==> src/rtl/spi_eng_pkg.sv <==
package spi_eng_pkg;

    localparam int unsigned WORD_MAX = 16;
    localparam int unsigned WORD_MIN = 2;
    localparam int unsigned LEN_W    = $clog2(WORD_MAX + 1);
    localparam int unsigned IDX_W    = $clog2(WORD_MAX);
    localparam int unsigned EDGE_W   = LEN_W + 1;

    typedef enum logic {XF_IDLE, XF_RUN} xfer_st_e;

    typedef struct packed {
        logic             cpol;
        logic             cpha;
        logic             lsb_first;
        logic [LEN_W-1:0] len;
    } spi_mode_t;

    typedef struct packed {
        logic      en;
        spi_mode_t mode;
    } spi_cfg_t;

    function automatic logic [LEN_W-1:0] clamp_len(input logic [LEN_W-1:0] raw);
        if (raw < LEN_W'(WORD_MIN)) return LEN_W'(WORD_MIN);
        if (raw > LEN_W'(WORD_MAX)) return LEN_W'(WORD_MAX);
        return raw;
    endfunction

    // position in the parallel word of the k-th bit on the wire
    function automatic logic [IDX_W-1:0] wire_pos(input logic [LEN_W-1:0] len,
                                                  input logic lsb_first,
                                                  input logic [LEN_W-1:0] k);
        logic [LEN_W-1:0] p;
        p = lsb_first ? k : (len - LEN_W'(1) - k);
        return p[IDX_W-1:0];
    endfunction

endpackage

==> src/rtl/spi_mode_reg.sv <==
module spi_mode_reg
    import spi_eng_pkg::*;
(
    input  logic             clk,
    input  logic             rst_n,
    input  logic             wr,
    input  logic             wr_en,
    input  logic             wr_cpol,
    input  logic             wr_cpha,
    input  logic             wr_lsb_first,
    input  logic [LEN_W-1:0] wr_len,
    input  logic             busy,
    output logic             en,
    output spi_mode_t        mode
);

    spi_cfg_t cfg_d, cfg_q;

    always_comb begin
        cfg_d = cfg_q;
        if (wr) begin
            cfg_d.en = wr_en;
            if (!cfg_q.en && !wr_en && !busy) begin
                cfg_d.mode.cpol      = wr_cpol;
                cfg_d.mode.cpha      = wr_cpha;
                cfg_d.mode.lsb_first = wr_lsb_first;
                cfg_d.mode.len       = clamp_len(wr_len);
            end
        end
    end

    always_ff @(posedge clk or negedge rst_n) begin
        if (!rst_n) begin
            cfg_q.en             <= 1'b0;
            cfg_q.mode.cpol      <= 1'b0;
            cfg_q.mode.cpha      <= 1'b0;
            cfg_q.mode.lsb_first <= 1'b0;
            cfg_q.mode.len       <= LEN_W'(8);
        end else begin
            cfg_q <= cfg_d;
        end
    end

    assign en   = cfg_q.en;
    assign mode = cfg_q.mode;

endmodule

==> src/rtl/spi_half_tick.sv <==
module spi_half_tick #(
    parameter int unsigned HALF_PERIOD_CLKS = 2
) (
    input  logic clk,
    input  logic rst_n,
    input  logic run,
    output logic tick
);

    if (HALF_PERIOD_CLKS <= 1) begin : g_direct
        assign tick = run;
    end else begin : g_count
        localparam int unsigned CW = $clog2(HALF_PERIOD_CLKS);
        localparam logic [CW-1:0] LAST = CW'(HALF_PERIOD_CLKS - 1);

        logic [CW-1:0] cnt_d, cnt_q;

        always_comb begin
            cnt_d = cnt_q;
            if (!run || cnt_q == LAST) cnt_d = '0;
            else                       cnt_d = cnt_q + CW'(1);
        end

        always_ff @(posedge clk or negedge rst_n) begin
            if (!rst_n) cnt_q <= '0;
            else        cnt_q <= cnt_d;
        end

        assign tick = run && (cnt_q == LAST);
    end

endmodule

==> src/rtl/spi_shift_engine.sv <==
module spi_shift_engine
    import spi_eng_pkg::*;
#(
    parameter int unsigned HALF_PERIOD_CLKS = 2
) (
    input  logic                clk,
    input  logic                rst_n,
    input  logic                ctl_we,
    input  logic                ctl_enable,
    input  logic                ctl_cpol,
    input  logic                ctl_cpha,
    input  logic                ctl_lsb_first,
    input  logic [LEN_W-1:0]    ctl_len,
    input  logic                tx_we,
    input  logic [WORD_MAX-1:0] tx_data,
    input  logic                rx_re,
    output logic [WORD_MAX-1:0] rx_data,
    input  logic                miso,
    output logic                sclk,
    output logic                mosi,
    output logic                ss_n,
    output logic                busy,
    output logic                done,
    output logic                complete
);

    typedef struct packed {
        xfer_st_e            st;
        logic [EDGE_W-1:0]   ecnt;
        logic [WORD_MAX-1:0] txw;
        logic [WORD_MAX-1:0] acc;
        logic [WORD_MAX-1:0] rxw;
        logic                sclk;
        logic                mosi;
        logic                ss_n;
        logic                done;
        logic                cmpl;
    } core_t;

    core_t     core_d, core_q;
    logic      cur_en;
    spi_mode_t cur_mode;
    logic      tick;

    spi_mode_reg u_mode (
        .clk          (clk),
        .rst_n        (rst_n),
        .wr           (ctl_we),
        .wr_en        (ctl_enable),
        .wr_cpol      (ctl_cpol),
        .wr_cpha      (ctl_cpha),
        .wr_lsb_first (ctl_lsb_first),
        .wr_len       (ctl_len),
        .busy         (busy),
        .en           (cur_en),
        .mode         (cur_mode)
    );

    spi_half_tick #(.HALF_PERIOD_CLKS(HALF_PERIOD_CLKS)) u_tick (
        .clk   (clk),
        .rst_n (rst_n),
        .run   (busy),
        .tick  (tick)
    );

    logic [WORD_MAX-1:0] len_mask;
    logic [EDGE_W-1:0]   edge_total;
    logic [LEN_W-1:0]    bit_k;
    logic [IDX_W-1:0]    pos_k, pos_next;
    logic                is_sample;

    always_comb begin
        len_mask   = {WORD_MAX{1'b1}} >> (LEN_W'(WORD_MAX) - cur_mode.len);
        edge_total = {cur_mode.len, 1'b0};
        bit_k      = core_q.ecnt[EDGE_W-1:1];
        pos_k      = wire_pos(cur_mode.len, cur_mode.lsb_first, bit_k);
        pos_next   = wire_pos(cur_mode.len, cur_mode.lsb_first, bit_k + LEN_W'(1));
        is_sample  = (core_q.ecnt[0] == cur_mode.cpha);

        core_d      = core_q;
        core_d.done = 1'b0;
        if (rx_re) core_d.cmpl = 1'b0;

        unique case (core_q.st)
            XF_IDLE: begin
                core_d.sclk = cur_mode.cpol;
                core_d.ss_n = 1'b1;
                if (tx_we && cur_en) begin
                    core_d.st   = XF_RUN;
                    core_d.ecnt = '0;
                    core_d.txw  = tx_data & len_mask;
                    core_d.acc  = '0;
                    core_d.ss_n = 1'b0;
                    if (!cur_mode.cpha)
                        core_d.mosi = tx_data[wire_pos(cur_mode.len, cur_mode.lsb_first, '0)];
                end
            end
            XF_RUN: begin
                if (tick) begin
                    if (core_q.ecnt == edge_total) begin
                        core_d.st   = XF_IDLE;
                        core_d.ss_n = 1'b1;
                    end else begin
                        core_d.sclk = ~core_q.sclk;
                        core_d.ecnt = core_q.ecnt + EDGE_W'(1);
                        if (is_sample) begin
                            core_d.acc[pos_k] = miso;
                            if (bit_k == cur_mode.len - LEN_W'(1)) begin
                                core_d.rxw  = core_d.acc;
                                core_d.done = 1'b1;
                                core_d.cmpl = 1'b1;
                            end
                        end else if (cur_mode.cpha) begin
                            core_d.mosi = core_q.txw[pos_k];
                        end else if ((bit_k + LEN_W'(1)) < cur_mode.len) begin
                            core_d.mosi = core_q.txw[pos_next];
                        end
                    end
                end
            end
            default: core_d.st = XF_IDLE;
        endcase
    end

    always_ff @(posedge clk or negedge rst_n) begin
        if (!rst_n) begin
            core_q.st   <= XF_IDLE;
            core_q.ecnt <= '0;
            core_q.txw  <= '0;
            core_q.acc  <= '0;
            core_q.rxw  <= '0;
            core_q.sclk <= 1'b0;
            core_q.mosi <= 1'b0;
            core_q.ss_n <= 1'b1;
            core_q.done <= 1'b0;
            core_q.cmpl <= 1'b0;
        end else begin
            core_q <= core_d;
        end
    end

    assign busy     = (core_q.st == XF_RUN);
    assign rx_data  = core_q.rxw;
    assign sclk     = core_q.sclk;
    assign mosi     = core_q.mosi;
    assign ss_n     = core_q.ss_n;
    assign done     = core_q.done;
    assign complete = core_q.cmpl;

endmodule

==> config.mk <==
export PLATFORM = sky130hd
export DESIGN_NAME = spi_shift_engine
export DESIGN_NICKNAME = d
export VERILOG_FILES = /design/src/rtl/spi_eng_pkg.sv /design/src/rtl/spi_mode_reg.sv /design/src/rtl/spi_half_tick.sv /design/src/rtl/spi_shift_engine.sv
export SDC_FILE = /design/constraint.sdc
export NUM_CORES = 1
export LEC_CHECK = 0
export CAP_MARGIN = 20
export CORE_ASPECT_RATIO = 1.75
export CORE_UTILIZATION = 45
export CTS_BUF_LIST = sky130_fd_sc_hd__clkbuf_16
export DETAILED_ROUTE_END_ITERATION = 16
export MAX_ROUTING_LAYER = met4
export PLACE_DENSITY = 0.78
export RECOVER_POWER = 25
export SLEW_MARGIN = 15
export SYNTH_ARGS = -nofsm -noshare
export SYNTH_HDL_FRONTEND = slang
export SYNTH_HIERARCHICAL = 1
export SYNTH_SLANG_ARGS = --single-unit
==> constraint.sdc <==
create_clock -name clk -period 6.5 [get_ports clk]
set_clock_uncertainty 0.2 [all_clocks]
set_input_delay 1.3 -clock clk [delete_from_list [all_inputs] [get_ports clk]]
set_output_delay 1.3 -clock clk [all_outputs]
set_load 0.03 [all_outputs]
==> flow_metrics.env, run 1 <==
export IMPL_status="completed"
export IMPL_path_cells="inv_1 -> ha_1 -> inv_1 -> ha_1 -> ha_1 -> a21oi_1 -> a211oi_1 -> nor3b_2 -> xnor2_2 -> and3_1 -> mux2i_1 -> a21oi_1"
export IMPL_dpl_worst_slack_ns=2.36
export IMPL_synth_distinct_cells=63
export IMPL_finalInstanceArea_um2=5460
export IMPL_cp_max_fo=18
export IMPL_gp_congestion=0.952
export IMPL_powerDensity_nw_per_um2=625
export IMPL_path_clk_slew_ns=0.06
export IMPL_finalSetupTns_ns=0
export IMPL_crit_start="u_mode/mode[0]"
export IMPL_routed_via_density=5.90
export IMPL_cts_made_buffers=9
export IMPL_fmax_mhz=241
export IMPL_drt_first_pass_iters=5
export IMPL_cts_max_level=3
export IMPL_rows=48
export IMPL_cts_root_buf="clkbuf_16"
export IMPL_arrival_ns=4.15
export IMPL_crit_type="reg2reg"
export IMPL_utilization_pct=54.8
export IMPL_ios=53
export IMPL_crit_family="adder cells"
export IMPL_syn_area_um2=4640
export IMPL_grt_max_degree=71
export IMPL_end_kind="flip-flop"
export IMPL_r2r_cells=12
export IMPL_synth_edff_count=0
export IMPL_insertion_delay_ns=0.34
export IMPL_synth_seq_cells=70
export IMPL_drc_errors=0
export IMPL_grt_overflow=0
export IMPL_postSynthAreaPerCell_um2=9.43
export IMPL_drive_above_1_share_pct=11.0
export IMPL_fill_cells=867
export IMPL_worstMarginPinSlew_ns=0.896
export IMPL_initial_core_util_pct=46.6
export IMPL_rsz0062_at_grt="false"
export IMPL_crit_buf_inv=2
export IMPL_grt_usage_pct=25.2
export IMPL_slew_violations=0
export IMPL_p_leak_nw=2.33
export IMPL_syn_nets=541
export IMPL_critPathCapture="rx_data[3]"
export IMPL_synthToLayoutAreaGrowth_pct=17.6
export IMPL_clockBufferDepth=2
export IMPL_r2r_slack_ns=2.35
export IMPL_cts_setup_buffers=0
export IMPL_cp_depth=12
export IMPL_dp_hpwl_mm=9.09
export IMPL_hold_violations=0
export IMPL_fin_crit_sh_pct=63.8
export IMPL_max_vdd_ir_drop_mv=0.255
export IMPL_final_cell_count_no_fill=651
export IMPL_cts_resized=0
export IMPL_synth_warnings=6
export IMPL_ctsHoldBuffers=0
export IMPL_place_area_um2=5110
export IMPL_whs_ns=0.291
export IMPL_grt_pass1_vias=3929
export IMPL_ys_async_sr_fraction_pct=100
export IMPL_antenna_found_initial=0
export IMPL_fin_ws_ns=2.35
export IMPL_initialDrtViolationCount=254
export IMPL_r2r_start="u_mode/mode[0]"
export IMPL_slew_headroom_pct=39.8
export IMPL_io_buffers=52
export IMPL_clock_sinks=70
export IMPL_drt_total_wl_mm=12.2
export IMPL_ys_seq_area_share_pct=37.8
export IMPL_hold_path_class="reg2reg"
export IMPL_report_final_setup_viol=0
export IMPL_cts_tree="built"
export IMPL_wl_per_cell_um=18.7
export IMPL_r2r_end="rx_data[3]"
export IMPL_cp_start_kind="flip-flop"
export IMPL_crit_top_cell="ha_1"
export IMPL_finalPower_mw=3.41
export IMPL_ant_nets=0
export IMPL_fin_nets=570
export IMPL_synth_cells=492
export IMPL_fin_crit_ns=4.15
export IMPL_ys_flop_type="dfrtp_1"
export IMPL_grt_pass1_wl_mm=19.7
export IMPL_cpMaxStageDelayCell="dfrtp_1"
export IMPL_dp_cells=635
export IMPL_fp_dieH_um=136
export IMPL_die_x_um=78.8
export IMPL_vias=3840
export IMPL_antenna_cells=0
export IMPL_coreArea_um2=9970
export IMPL_cap_violations=0
export IMPL_slowest_delay_ns=0.73
export IMPL_die_area_um2=10700
export IMPL_required_ns=6.51
-- worst min path at each step --
stage                    start          to  cells past startpoint
floorplan           core_q[22]  core_q[22]                      1
global placement      complete    complete                      1
detailed placement  core_q[29]  core_q[29]                      1
CTS                   complete    complete                      1
global route        core_q[29]  core_q[29]                      1
finish                complete    complete                      1
-- layout make-up --
type	count	area [um^2]	share of cell area, %
well taps	125	156	2.86
repair buffers	57	553	10.1
flip-flops and latches	70	1750	32.1
inverters	26	97.6	1.79
multi-input cells	357	2550	46.8
clock inverters	7	120	2.20
clock buffers	9	225	4.13
-- logic make-up (layout without fill, tap and decap cells) --
| group | count (synthesis) | count (layout) | share of synthesized area (%) |
|---|---|---|---|
| and+or+nand+nor | 149 | 149 | 16.4 |
| AOI/OAI and AO/OA | 127 | 127 | 18.8 |
| DFF | 70 | 70 | 37.8 |
| buffers and inverters | 65 | 99 | 7.22 |
| muxes | 43 | 43 | 10.2 |
| xor gates and xnor gates | 20 | 20 | 4.50 |
| adders and majority gates | 18 | 18 | 5.18 |
-- sequential cells by signal (all words and copies together) (netlist names) --
| signal | count |
|---|---|
| bit_k | 5 |
| busy | 1 |
| complete | 1 |
| core_q | 33 |
| done | 1 |
| mosi | 1 |
| rx_data | 16 |
| sclk | 1 |
| ss_n | 1 |
| u_mode/en | 1 |
| u_mode/mode | 8 |
| u_tick/g_count.cnt_q | 1 |
-- power breakdown --
group | switching [mW] | internal, mW | leakage (nW)
clock network | 0.196 | 0.376 | 0.166
logic | 1.20 | 0.812 | 1.31
registers | 0.225 | 0.600 | 0.860
-- layout by cell type, fill, tap and decap left out, types with 3 or more instances in the layout --
| cell type | synthesis | final |
|---|---|---|
| bufinv_16 | 0 | 3 |
| nand3_1 | 14 | 14 |
| nand2b_1 | 5 | 5 |
| mux2_2 | 5 | 5 |
| a22o_1 | 15 | 15 |
| a32o_1 | 11 | 11 |
| nor2_1 | 37 | 37 |
| buf_4 | 16 | 5 |
| nor3_1 | 11 | 11 |
| a211oi_1 | 4 | 4 |
| a21oi_1 | 34 | 34 |
| a21o_1 | 3 | 3 |
| nor2b_1 | 4 | 4 |
| xor2_1 | 8 | 8 |
| ha_1 | 16 | 16 |
| nand3b_1 | 3 | 3 |
| o22ai_1 | 4 | 4 |
| o21ai_0 | 27 | 27 |
| xnor2_1 | 9 | 9 |
| and3_1 | 4 | 4 |
| a21oi_2 | 8 | 8 |
| clkbuf_16 | 0 | 9 |
| nand2_1 | 48 | 48 |
| mux2i_1 | 34 | 34 |
| dfrtp_1 | 68 | 68 |
| clkdlybuf4s50_1 | 0 | 50 |
| o211ai_1 | 3 | 3 |
| inv_1 | 26 | 26 |
| a22oi_1 | 6 | 6 |
-- per-layer routing --
| metal | wire (um) | part of all wire (%) | up-vias | GRT usage [%] |
|---|---|---|---|---|
| met1 | 4330 | 36 | 1844 | 24.7 |
| met2 | 6660 | 55 | 145 | 44.7 |
| met5 | 0 | 0 | - | - |
| met4 | 747 | 6.1 | 0 | 16.9 |
| li1 | - | - | 1805 | - |
| met3 | 430 | 3.5 | 46 | 4.23 |
-- Yosys cell counts (all sizes together), types with 5 or more instances --
master,n,area [um^2]
xor2,9,86.3
o21ai,27,135
nand2b,5,31.3
a32o,11,110
a22o,15,131
inv,26,97.6
mux2,7,86.3
nand2,48,180
clkbuf,13,48.8
dfrtp,68,1700
nor3,14,91.3
mux2i,34,340
a22oi,6,45.0
nor2,38,145
nand3,14,70.1
buf,26,189
xnor2,11,123
a21oi,42,240
ha,16,200
No activity file was read; power rests on OpenSTA's default activity.
==> inputs of run 2 (changes only) <==
--- a/config.mk
+++ b/config.mk
@@ -11,7 +11,7 @@
 export CTS_BUF_LIST = sky130_fd_sc_hd__clkbuf_16
 export DETAILED_ROUTE_END_ITERATION = 16
 export MAX_ROUTING_LAYER = met4
-export PLACE_DENSITY = 0.78
+export PLACE_DENSITY = 0.81
 export RECOVER_POWER = 25
 export SLEW_MARGIN = 15
 export SYNTH_ARGS = -nofsm -noshare
==> constraint.sdc (replaced) <==
create_clock -name clk -period 3.77 [get_ports clk]
set_clock_uncertainty 0.2 [all_clocks]
set_input_delay 0.754 -clock clk [delete_from_list [all_inputs] [get_ports clk]]
set_output_delay 0.754 -clock clk [all_outputs]
set_load 0.03 [all_outputs]
==> run 2 against run 1 <==
Via count shrank 2.0%. Worst hold slack improved by 0.0032 ns. The run now ends with capacitance limit, slew limit left. Largest cell class unchanged. Critical path depth is the same. Die area unchanged. Non-clock buffer count rose by 6. Wire length fell by 3.4%. Sequential share of layout area is 0.23 points lower. Utilization up 0.39 points.
==> flow_metrics.env, run 2 (synthesized netlist as in run 1, its figures left out) <==
export IMPL_required_ns=3.82
export IMPL_drive_above_1_share_pct=12.0
export IMPL_grt_pass1_wl_mm=19.6
export IMPL_grt_busiest_layer="met2"
export IMPL_cts_max_level=3
export IMPL_cts_made_buffers=9
export IMPL_hold_violations=0
export IMPL_routed_via_density=5.73
export IMPL_insertion_delay_ns=0.33
export IMPL_die_area_um2=10700
export IMPL_grt_max_degree=41
export IMPL_io_buffers=52
export IMPL_grt_util_met1_pct=25.0
export IMPL_fin_crit_sh_pct=94.6
export IMPL_fill_cells=908
export IMPL_grt_pass1_vias=3933
export IMPL_report_final_setup_viol=0
export IMPL_crit_type="reg2reg"
export IMPL_grt_usage_pct=24.9
export IMPL_cts_root_buf="clkbuf_16"
export IMPL_violations="capacitance limit, slew limit"
export IMPL_initialDrtViolationCount=285
export IMPL_whs_endpoint="complete"
export IMPL_r2r_slack_ns=0.20
export IMPL_r2r_cells=12
export IMPL_wl_per_cell_um=17.9
export IMPL_dp_hpwl_mm=8.99
export IMPL_final_cell_mix="dfrtp_1 (68), clkdlybuf4s50_1 (50), nand2_1 (48)"
export IMPL_fin_crit_ns=3.57
export IMPL_coreArea_um2=9970
export IMPL_clock_sinks=70
export IMPL_initial_core_util_pct=46.6
export IMPL_cp_start_kind="flip-flop"
export IMPL_ctsHoldBuffers=0
export IMPL_final_common_cell="dfrtp_1"
export IMPL_dp_cells=641
export IMPL_drt_total_wl_mm=11.7
export IMPL_drt_first_pass_iters=4
export IMPL_synthToLayoutAreaGrowth_pct=18.4
export IMPL_path_clk_slew_ns=0.06
export IMPL_p_leak_nw=2.35
export IMPL_hold_path_class="reg2reg"
export IMPL_hold_depth=1
export IMPL_fmax_mhz=280
export IMPL_rsz0062_at_grt="false"
export IMPL_finalInstanceArea_um2=5500
export IMPL_place_area_um2=5160
export IMPL_r2r_start="u_mode/mode[1]"
export IMPL_die_x_um=78.8
export IMPL_cts_tree="built"
export IMPL_vias=3763
export IMPL_fin_nets=576
export IMPL_final_cell_count_no_fill=657
export IMPL_cap_violations=1
export IMPL_status="complete, but fails checks"
export IMPL_end_kind="flip-flop"
export IMPL_slew_violations=41
export IMPL_grt_overflow=0
export IMPL_largest_register_ffs=33
export IMPL_cp_max_fo=8
export IMPL_worstMarginPinSlew_ns=2.23
export IMPL_clockBufferDepth=2
export IMPL_r2r_end="mosi"
export IMPL_slew_headroom_pct=-48.7
export IMPL_ant_nets=0
export IMPL_cts_setup_buffers=0
export IMPL_max_vdd_ir_drop_mv=0.475
export IMPL_finalSetupTns_ns=0
export IMPL_antenna_cells=0
export IMPL_antenna_found_initial=0
export IMPL_met2_usage_pct=44.0
export IMPL_regMostFlops="core_q"
export IMPL_hold_path_startpoint="complete"
export IMPL_ios=53
export IMPL_rows=48
export IMPL_drc_errors=0
export IMPL_fp_dieH_um=136
export IMPL_powerDensity_nw_per_um2=1070
export IMPL_arrival_ns=3.62
export IMPL_gp_congestion=0.937
export IMPL_met3_usage_pct=3.62
run 2: cell types whose count changed in the layout (fill, tap and decap cells not counted), sizes merged:
| cell | delta |
|---|---|
| inv | +1 |
| clkbuf | +1 |
| buf | +5 |
| bufinv | -1 |
run 2: final cells by class:
type,instances,area (um^2),share of cell area [%]
Inverter,26,97.6,1.78
Tap cell,125,156,2.84
Clock inverter,7,88.8,1.62
Timing Repair Buffer,63,597,10.9
Multi-Input combinational cell,357,2580,46.9
Sequential cell,70,1750,31.9
Clock buffer,9,225,4.10
run 2: layer usage:
layer  vias up  part of all wire [%]  routed length (um)
met5         -                     0                   0
met4         0                   5.8                 682
met3        41                   3.0                 349
met2       111                    55                6480
met1      1796                    36                4230
li1       1815                     -                   -
run 2: how the worst max path moves through the flow:
stage | startpoint | end | slack (ns)
2_1_floorplan | u_mode/mode[0] | mosi | 0.33
4_1_cts | u_mode/mode[1] | core_q[24] | 0.09
5_1_grt | u_mode/mode[1] | mosi | 0.003
6_report | u_mode/mode[1] | mosi | 0.20
3_3_place_gp | u_mode/mode[1] | core_q[21] | 0.24
3_5_place_dp | u_mode/mode[1] | core_q[24] | 0.11
run 2: metrics by stage:
stage / setup WS [ns] / hold slack [ns] / utilization (%) / total power [mW]
after floorplan: 0.326 / 0.258 / - / 4.03
after detailed placement: 0.113 / 0.283 / 51.7 / 4.89
after global routing: 0.00295 / 0.315 / 55.1 / 6.31
after global placement: 0.235 / 0.260 / 51.7 / 4.81
after CTS: 0.0947 / 0.301 / 54.9 / 5.82
final: 0.202 / 0.294 / 55.1 / 5.89
run 2: power breakdown:
part           leakage [nW]  internal, mW  switching (mW)  total [mW]
logic                  1.34          1.46            2.16        3.61
registers             0.860          1.04           0.337        1.37
clock network         0.155         0.575           0.329       0.904
total                  2.35          3.07            2.82        5.89
run 2: worst max-delay path, cell delays in order (launching register included):
cell	delay (ns)
dfrtp_1	0.45
inv_1	0.14
ha_1	0.18
inv_1	0.06
ha_1	0.34
ha_1	0.38
xor2_2	0.53
mux2i_1	0.15
a22oi_1	0.21
nand3_1	0.09
and3b_1	0.19
or4b_1	0.46
o211ai_1	0.11
run 2: what timing repair did:
action	4_1_cts	5_1_grt
gates resized for setup	0	4
hold endpoints to repair	0	0
endpoints found under the setup margin	0	27
